## src/rtl/bitpair_pkg.sv

```systemverilog
`timescale 1ns/1ps
package bitpair_pkg;
  // Calibration controller states
  typedef enum logic [1:0] {
    CAL_IDLE   = 2'd0,
    CAL_SEARCH = 2'd1,
    CAL_LOCK   = 2'd2
  } cal_state_t;

  // Test sequence rule: b[n] = b[n-PRBS_TAP] ^ b[n-PRBS_LEN]
  localparam int unsigned PRBS_LEN = 9;
  localparam int unsigned PRBS_TAP = 5;
endpackage

```

## src/rtl/bitpair_split.sv

```systemverilog
`timescale 1ns/1ps
module bitpair_split (
  input  logic clk,
  input  logic rst_n,
  input  logic stb_i,
  input  logic tx_bit_i,
  output logic ch_a_o,
  output logic ch_b_o
);
  logic hold_q;

  always_ff @(posedge clk) begin
    if (!rst_n) begin
      hold_q <= 1'b0;
      ch_a_o <= 1'b0;
      ch_b_o <= 1'b0;
    end else if (stb_i) begin
      ch_a_o <= hold_q;
      ch_b_o <= tx_bit_i;
    end else begin
      hold_q <= tx_bit_i;
    end
  end

  // Channel outputs move only at the channel-rate boundary
  p_outputs_hold_r1: assert property (@(posedge clk) disable iff (!rst_n)
    !stb_i |=> ($stable(ch_a_o) && $stable(ch_b_o)));
endmodule

```

## src/rtl/bitpair_deskew.sv

```systemverilog
`timescale 1ns/1ps
module bitpair_deskew #(
  parameter int unsigned DLY_W = 5
) (
  input  logic             clk,
  input  logic             rst_n,
  input  logic             stb_i,
  input  logic [DLY_W-1:0] dly_i,
  input  logic             sel_a_cfg_i,
  input  logic             rx_a_i,
  input  logic             rx_b_i,
  output logic             out_bit_o
);
  localparam int unsigned DEPTH = 1 << DLY_W;

  logic             sel_a_q;
  logic [DEPTH-1:0] line_q;
  logic             raw_sel;
  logic             tap;
  logic [1:0]       raw;
  logic [1:0]       aligned;
  logic [1:0]       pair_q;

  assign raw     = {rx_b_i, rx_a_i};
  assign raw_sel = sel_a_q ? rx_a_i : rx_b_i;
  assign tap     = (dly_i == '0) ? raw_sel : line_q[dly_i - 1'b1];

  // Lane 0 is channel A, lane 1 is channel B; only the selected lane takes the tap
  for (genvar c = 0; c < 2; c++) begin : g_lane
    localparam bit IS_A = (c == 0);
    assign aligned[c] = (sel_a_q == IS_A) ? tap : raw[c];
  end

  always_ff @(posedge clk) begin
    if (!rst_n) begin
      sel_a_q <= sel_a_cfg_i;
      line_q  <= '0;
      pair_q  <= '0;
    end else if (stb_i) begin
      line_q <= {line_q[DEPTH-2:0], raw_sel};
      pair_q <= aligned;
    end
  end

  // A first (strobe low), then B (strobe high)
  assign out_bit_o = stb_i ? pair_q[1] : pair_q[0];

  // With a zero delay both lanes carry the bits just sampled
  p_zero_tap_r3: assert property (@(posedge clk) disable iff (!rst_n)
    (stb_i && dly_i == '0) |=> (pair_q == $past(raw)));
endmodule

```

## src/rtl/bitpair_autocal.sv

```systemverilog
`timescale 1ns/1ps
module bitpair_autocal
  import bitpair_pkg::*;
#(
  parameter int unsigned DLY_W  = 5,
  parameter int unsigned SETTLE = 16,
  parameter int unsigned WIN    = 64
) (
  input  logic             clk,
  input  logic             rst_n,
  input  logic [DLY_W-1:0] dly_cfg_i,
  input  logic             auto_i,
  input  logic             bit_i,
  output logic [DLY_W-1:0] dly_o,
  output logic             err_o
);
  localparam int unsigned SPAN  = SETTLE + WIN;
  localparam int unsigned CNT_W = $clog2(SPAN);

  cal_state_t          st_q;
  logic [PRBS_LEN-1:0] hist_q;
  logic [CNT_W-1:0]    cnt_q;
  logic                bad_q;
  logic                err_q;
  logic [DLY_W-1:0]    dly_q;
  logic                miss;
  logic                last;
  logic                in_win;
  logic                bad_nxt;

  assign miss    = bit_i ^ hist_q[PRBS_TAP-1] ^ hist_q[PRBS_LEN-1];
  assign last    = (cnt_q == CNT_W'(SPAN - 1));
  assign in_win  = (cnt_q >= CNT_W'(SETTLE));
  assign bad_nxt = bad_q | (miss & ((st_q == CAL_LOCK) | in_win));

  always_ff @(posedge clk) begin
    if (!rst_n) begin
      st_q   <= CAL_IDLE;
      hist_q <= '0;
      cnt_q  <= '0;
      bad_q  <= 1'b0;
      err_q  <= 1'b0;
      dly_q  <= dly_cfg_i;
    end else begin
      hist_q <= {hist_q[PRBS_LEN-2:0], bit_i};
      if (!auto_i) begin
        st_q  <= CAL_IDLE;
        cnt_q <= '0;
        bad_q <= 1'b0;
        err_q <= 1'b0;
      end else begin
        case (st_q)
          CAL_IDLE: begin
            st_q  <= CAL_SEARCH;
            dly_q <= '0;
            cnt_q <= '0;
            bad_q <= 1'b0;
            err_q <= 1'b1;
          end
          CAL_SEARCH: begin
            if (last) begin
              cnt_q <= '0;
              bad_q <= 1'b0;
              if (!bad_nxt) begin
                st_q  <= CAL_LOCK;
                err_q <= 1'b0;
              end else begin
                dly_q <= dly_q + 1'b1;
              end
            end else begin
              cnt_q <= cnt_q + 1'b1;
              bad_q <= bad_nxt;
            end
          end
          CAL_LOCK: begin
            if (last) begin
              cnt_q <= '0;
              bad_q <= 1'b0;
              err_q <= bad_nxt;
            end else begin
              cnt_q <= cnt_q + 1'b1;
              bad_q <= bad_nxt;
            end
          end
          default: st_q <= CAL_IDLE;
        endcase
      end
    end
  end

  assign dly_o = dly_q;
  assign err_o = err_q;

  p_search_from_zero_r6: assert property (@(posedge clk) disable iff (!rst_n)
    $rose(st_q == CAL_SEARCH) |-> (dly_q == '0));
  p_search_err_r6: assert property (@(posedge clk) disable iff (!rst_n)
    (st_q == CAL_SEARCH) |-> err_q);
  p_lock_hold_r6: assert property (@(posedge clk) disable iff (!rst_n)
    (st_q == CAL_LOCK) |=> $stable(dly_q));
  p_idle_quiet_r8: assert property (@(posedge clk) disable iff (!rst_n)
    (st_q == CAL_IDLE) |-> !err_q);
  p_idle_keeps_dly_r8: assert property (@(posedge clk) disable iff (!rst_n)
    (st_q == CAL_IDLE && !auto_i) |=> $stable(dly_q));
endmodule

```

## src/rtl/bitpair_mux.sv

```systemverilog
`timescale 1ns/1ps
module bitpair_mux
  import bitpair_pkg::*;
#(
  parameter int unsigned DLY_W       = 5,
  parameter int unsigned SETTLE_BITS = 16,
  parameter int unsigned WIN_BITS    = 64
) (
  input  logic             clk,
  input  logic             rst_n,
  input  logic             tx_bit_i,
  output logic             stb64_o,
  output logic             ch_a_o,
  output logic             ch_b_o,
  input  logic             rx_a_i,
  input  logic             rx_b_i,
  output logic             out_bit_o,
  input  logic [DLY_W-1:0] dly_cfg_i,
  input  logic             dly_sel_a_i,
  input  logic             auto_i,
  output logic [DLY_W-1:0] cur_dly_o,
  output logic             err_o
);
  logic phase_q;

  always_ff @(posedge clk) begin
    if (!rst_n) phase_q <= 1'b0;
    else        phase_q <= ~phase_q;
  end

  assign stb64_o = phase_q;

  bitpair_split u_split (
    .clk      (clk),
    .rst_n    (rst_n),
    .stb_i    (phase_q),
    .tx_bit_i (tx_bit_i),
    .ch_a_o   (ch_a_o),
    .ch_b_o   (ch_b_o)
  );

  bitpair_deskew #(.DLY_W(DLY_W)) u_deskew (
    .clk         (clk),
    .rst_n       (rst_n),
    .stb_i       (phase_q),
    .dly_i       (cur_dly_o),
    .sel_a_cfg_i (dly_sel_a_i),
    .rx_a_i      (rx_a_i),
    .rx_b_i      (rx_b_i),
    .out_bit_o   (out_bit_o)
  );

  bitpair_autocal #(.DLY_W(DLY_W), .SETTLE(SETTLE_BITS), .WIN(WIN_BITS)) u_autocal (
    .clk       (clk),
    .rst_n     (rst_n),
    .dly_cfg_i (dly_cfg_i),
    .auto_i    (auto_i),
    .bit_i     (out_bit_o),
    .dly_o     (cur_dly_o),
    .err_o     (err_o)
  );

  p_strobe_rise_r1: assert property (@(posedge clk) disable iff (!rst_n)
    !stb64_o |=> stb64_o);
  p_strobe_fall_r1: assert property (@(posedge clk) disable iff (!rst_n)
    stb64_o |=> !stb64_o);
endmodule

```

## config.mk

```make
export PLATFORM = sky130hd
export DESIGN_NAME = bitpair_mux
export DESIGN_NICKNAME = d
export VERILOG_FILES = /design/src/rtl/bitpair_pkg.sv /design/src/rtl/bitpair_split.sv /design/src/rtl/bitpair_deskew.sv /design/src/rtl/bitpair_autocal.sv /design/src/rtl/bitpair_mux.sv
export SDC_FILE = /design/constraint.sdc
export NUM_CORES = 1
export LEC_CHECK = 0
export ABC_AREA = 1
export BUFFER_PORTS_ARGS = -buffer_cell sky130_fd_sc_hd__buf_4
export CORE_ASPECT_RATIO = 0.5
export CORE_MARGIN = 4
export CORE_UTILIZATION = 47
export DETAILED_ROUTE_END_ITERATION = 16
export GPL_TIMING_DRIVEN = 0
export SYNTH_ARGS = -nofsm -noshare
export SYNTH_HDL_FRONTEND = slang
export SYNTH_SLANG_ARGS = --single-unit
```

## constraint.sdc

```tcl
create_clock -name clk -period 2.1 [get_ports clk]
set_input_delay 0.21 -clock clk [delete_from_list [all_inputs] [get_ports clk]]
set_output_delay 0.21 -clock clk [all_outputs]
set_load 0.005 [all_outputs]
```

==> results.json <==
{
  "area_growth_pct": 22.0,
  "peakVddDrop_uv": 507,
  "overflow": 0,
  "hold_path_class": "primary input to flip-flop",
  "clockBufferDepth": 2,
  "p_leak_nw": 1.50,
  "placed_cells": 454,
  "drt_first_pass_iters": 4,
  "synth.ff_latch_count": 64,
  "cts_tree": "built",
  "end_kind": "flip-flop",
  "power.switching_w": 0.000778,
  "critical_path_arrival_ns": 2.12,
  "clk_latency_ns": 0.32,
  "fin_nets": 416,
  "num_vias": 2375,
  "h-tree-depth": 3,
  "coreArea_sq_mm": 0.00563,
  "p_seq_share_pct": 39.5,
  "start_kind": "flip-flop",
  "syn_area_sq_mm": 0.00281,
  "cpPeakStageDelay_ns": 0.45,
  "numCtsBuffers": 9,
  "cp_slowest_cell": "edfxtp_1",
  "crit_required_ns": 2.31,
  "dr.first_iter.drc_count": 121,
  "r2r_slack_ns": 0.19,
  "start_util_pct": 49.8,
  "synth_cells": 361,
  "power_switching_share_pct": 23.8,
  "synth_adder_area_share_pct": 3.57,
  "cp_common_cell": "nand3_1",
  "root_buffer": "clkbuf_16",
  "finalCriticalPeriod_ns": 1.91,
  "yosysSeqAreaShare_pct": 47.8,
  "antenna_cells": 0,
  "yosysWarnings": 0,
  "finalCritPeriodShare_pct": 91.0,
  "cts_sinks": 64,
  "post_drt_wl_per_cell_um": 12.3,
  "grt_max_degree": 17,
  "grt_pass1_wl_um": 9930,
  "design.die.area_sq_mm": 0.00735,
  "finClkSkew_ns": 0.00316,
  "rsz0062_at_grt": "no",
  "crit_family": "simple AND/OR/NAND/NOR gates",
  "maxSlewViolCount": 0,
  "synth_xor_area_share_pct": 2.18,
  "fillCellCount": 506,
  "layoutNonFillerInstCount": 473,
  "io_pins": 22,
  "clock.fmax_mhz": 523,
  "setup_viol": 0,
  "crit_chain": "clkinv_4 -> ha_1 -> xor2_2 -> nand3_1 -> nand3_1 -> nand2_1 -> nand2_1 -> nand3_1 -> nor2_1 -> o22ai_1",
  "combPwrFrac_pct": 13.5,
  "hold_ws_ns": 0.0743,
  "ff2ff_path_depth": 10,
  "postCtsHoldBufs": 0,
  "ant_nets": 0,
  "track_usage_pct": 17.3,
  "drive_above_1_share_pct": 15.0,
  "worstHoldStart": "dly_sel_a_i",
  "r2r_end": "u_deskew.pair_q[1]",
  "syn_nets": 381,
  "rows": 19,
  "port_buffers": 20,
  "hold_path_depth": 1,
  "ys_types": 31,
  "critical_path_class": "flip-flop to flip-flop",
  "yosys.area_share.simple_pct": 21.1,
  "wirelength_um": 5830,
  "cp_max_fo": 6,
  "synth_top_family_by_area": "simple AND/OR/NAND/NOR gates",
  "die_y_um": 62.6,
  "synth-compound-area-share_pct": 14.3,
  "power_density_mw_per_mm2": 954,
  "antenna_found_initial": 0,
  "synth.avg_cell_area_sq_um": 7.77,
  "max_slew_margin_pct": 71.0,
  "path_buf_inv": 1,
  "run_status": "finished clean",
  "worstMarginPinSlew_ns": 0.435,
  "cts.clk_slew.worst_paths_ns": 0.05,
  "drc": 0,
  "die_w_um": 117,
  "min_to": "u_deskew.sel_a_q",
  "dpl.hpwl_um": 4050,
  "power.internal_w": 0.00249,
  "power.share.clock_pct": 47.0,
  "first_global_vias": 2203,
  "reg2reg_from": "u_autocal.dly_o[0]",
  "hold_viol": 0,
  "maxCapViolCount": 0,
  "vias_per_cell": 5.02,
  "synth.area.mux_share_pct": 0,
  "gp_congestion": 0.807
}
## how the worst max path moves through the flow
stage	from	endpoint	slack, ns	cells past startpoint
5_1_grt	u_autocal.dly_o[0]	u_deskew.pair_q[1]	0.03	12
4_1_cts	u_autocal.dly_o[0]	u_deskew.pair_q[1]	0.05	12
6_report	u_autocal.dly_o[0]	u_deskew.pair_q[1]	0.19	10
2_1_floorplan	u_autocal.dly_o[0]	u_deskew.pair_q[1]	0.15	13
3_3_place_gp	u_autocal.dly_o[0]	u_deskew.pair_q[1]	-0.31	13
3_5_place_dp	u_autocal.dly_o[0]	u_deskew.pair_q[1]	-0.36	13
## what timing repair did
action	CTS	global route
cloned	0	0
setup endpoints to repair	7	7
resized for setup	3	6
setup buffers	1	4
## state kept, by name (all words and copies together), names as in the netlist
register	cells
u_split.ch_a_o	1
u_deskew.pair_q	2
u_split.hold_q	1
u_autocal.dly_o	5
u_split.ch_b_o	1
u_deskew.sel_a_q	1
u_autocal.err_o	1
u_autocal.cnt_q	7
u_autocal.hist_q	9
u_autocal.bad_q	1
u_deskew.line_q	32
u_autocal.st_q	2
stb64_o	1
## layout by cell type (no fill, tap or decap), types with 2 or more instances in the layout
| cell | Yosys | routed |
|---|---|---|
| o21ai_0 | 15 | 14 |
| o211ai_1 | 4 | 4 |
| nand3_1 | 31 | 31 |
| inv_2 | 4 | 3 |
| ha_1 | 8 | 8 |
| o22ai_1 | 32 | 32 |
| buf_4 | 1 | 26 |
| inv_1 | 61 | 61 |
| clkbuf_8 | 0 | 2 |
| a21oi_1 | 7 | 7 |
| nand4_1 | 2 | 2 |
| nor3b_1 | 2 | 2 |
| clkbuf_16 | 0 | 10 |
| buf_2 | 7 | 6 |
| nor3_1 | 3 | 3 |
| clkbuf_1 | 4 | 5 |
| nand2_1 | 74 | 74 |
| edfxtp_1 | 6 | 6 |
| nor2_1 | 22 | 22 |
| xor2_1 | 4 | 3 |
| xnor2_1 | 3 | 2 |
| dfxtp_1 | 58 | 58 |
| nand2_2 | 3 | 3 |
## cells by family (layout without fill, tap and decap cells)
logic type                 count (synthesis)  in the layout
xor gates and xnor gates                   7              7
buffers and inverters                     79            118
DFF                                       64             64
and+or+nand+nor                          138            138
adders and majority gates                  8              8
AOI/OAI and AO/OA                         65             65
## synthesized netlist by cell type
cell type	n	area share [%]
o31ai_1	1	0.27
o211ai_1	4	1.1
o21bai_1	1	0.27
nor3b_1	2	0.53
nand3_1	31	5.5
a2111oi_0	1	0.31
a21oi_1	7	1.2
nor2_1	22	2.9
nand4_1	2	0.45
o22ai_1	32	7.1
xnor2_1	3	0.94
o21a_1	1	0.27
dfxtp_1	58	41
o21ai_0	15	2.7
inv_1	61	8.2
ha_1	8	3.6
nand2_2	3	0.67
nor3_1	3	0.53
xor2_1	4	1.2
clkbuf_1	4	0.53
a21boi_0	1	0.27
edfxtp_1	6	6.4
buf_2	7	1.2
o21ai_4	1	0.58
buf_4	1	0.27
clkbuf_2	1	0.18
nand2_1	74	9.9
nor4b_2	1	0.53
a31oi_1	1	0.22
inv_2	4	0.53
clkinv_1	1	0.13
## through the flow
step                      setup WS (ns)  cell area (sq um)  total power, W  utilization, %  setup TNS (ns)
after floorplan                   0.152               2810         0.00160               -               0
after global placement           -0.315               3050         0.00172            54.1          -0.814
after global routing             0.0325               3420         0.00343            60.8               0
after detailed placement         -0.357               3050         0.00172            54.1          -0.993
final                             0.188               3420         0.00327            60.8               0
after CTS                        0.0542               3380         0.00328            59.9               0
## layer usage
| metal | track usage (%) | part of all wire [%] | wire length, um |
|---|---|---|---|
| met1 | 22.0 | 48 | 2790 |
| met2 | 26.8 | 46 | 2680 |
| met3 | 7.25 | 4.9 | 285 |
| met4 | 5.15 | 1.2 | 68 |
| met5 | 0 | 0 | 0 |
## area by class of cell
| type | instances | area [sq um] | share of cell area [%] |
|---|---|---|---|
| inverter | 66 | 255 | 7.46 |
| clock inverter | 2 | 35.0 | 1.02 |
| tap | 73 | 91.3 | 2.67 |
| sequential | 64 | 1340 | 39.2 |
| multi-input combinational | 218 | 1170 | 34.3 |
| clock buffer | 13 | 282 | 8.22 |
| buffer | 12 | 57.6 | 1.68 |
| timing repair buffer | 25 | 188 | 5.48 |
## power groups by stage
stage | sequential, W | combinational [W] | clock (W)
6_report | 0.00129 | 0.000442 | 0.00153
5_1_grt | 0.00129 | 0.000497 | 0.00164
4_1_cts | 0.00129 | 0.000418 | 0.00157
3_5_place_dp | 0.00132 | 0.000408 | 0
3_3_place_gp | 0.00132 | 0.000403 | 0
2_1_floorplan | 0.00131 | 0.000285 | 0
No activity file was read; power rests on OpenSTA's default activity.
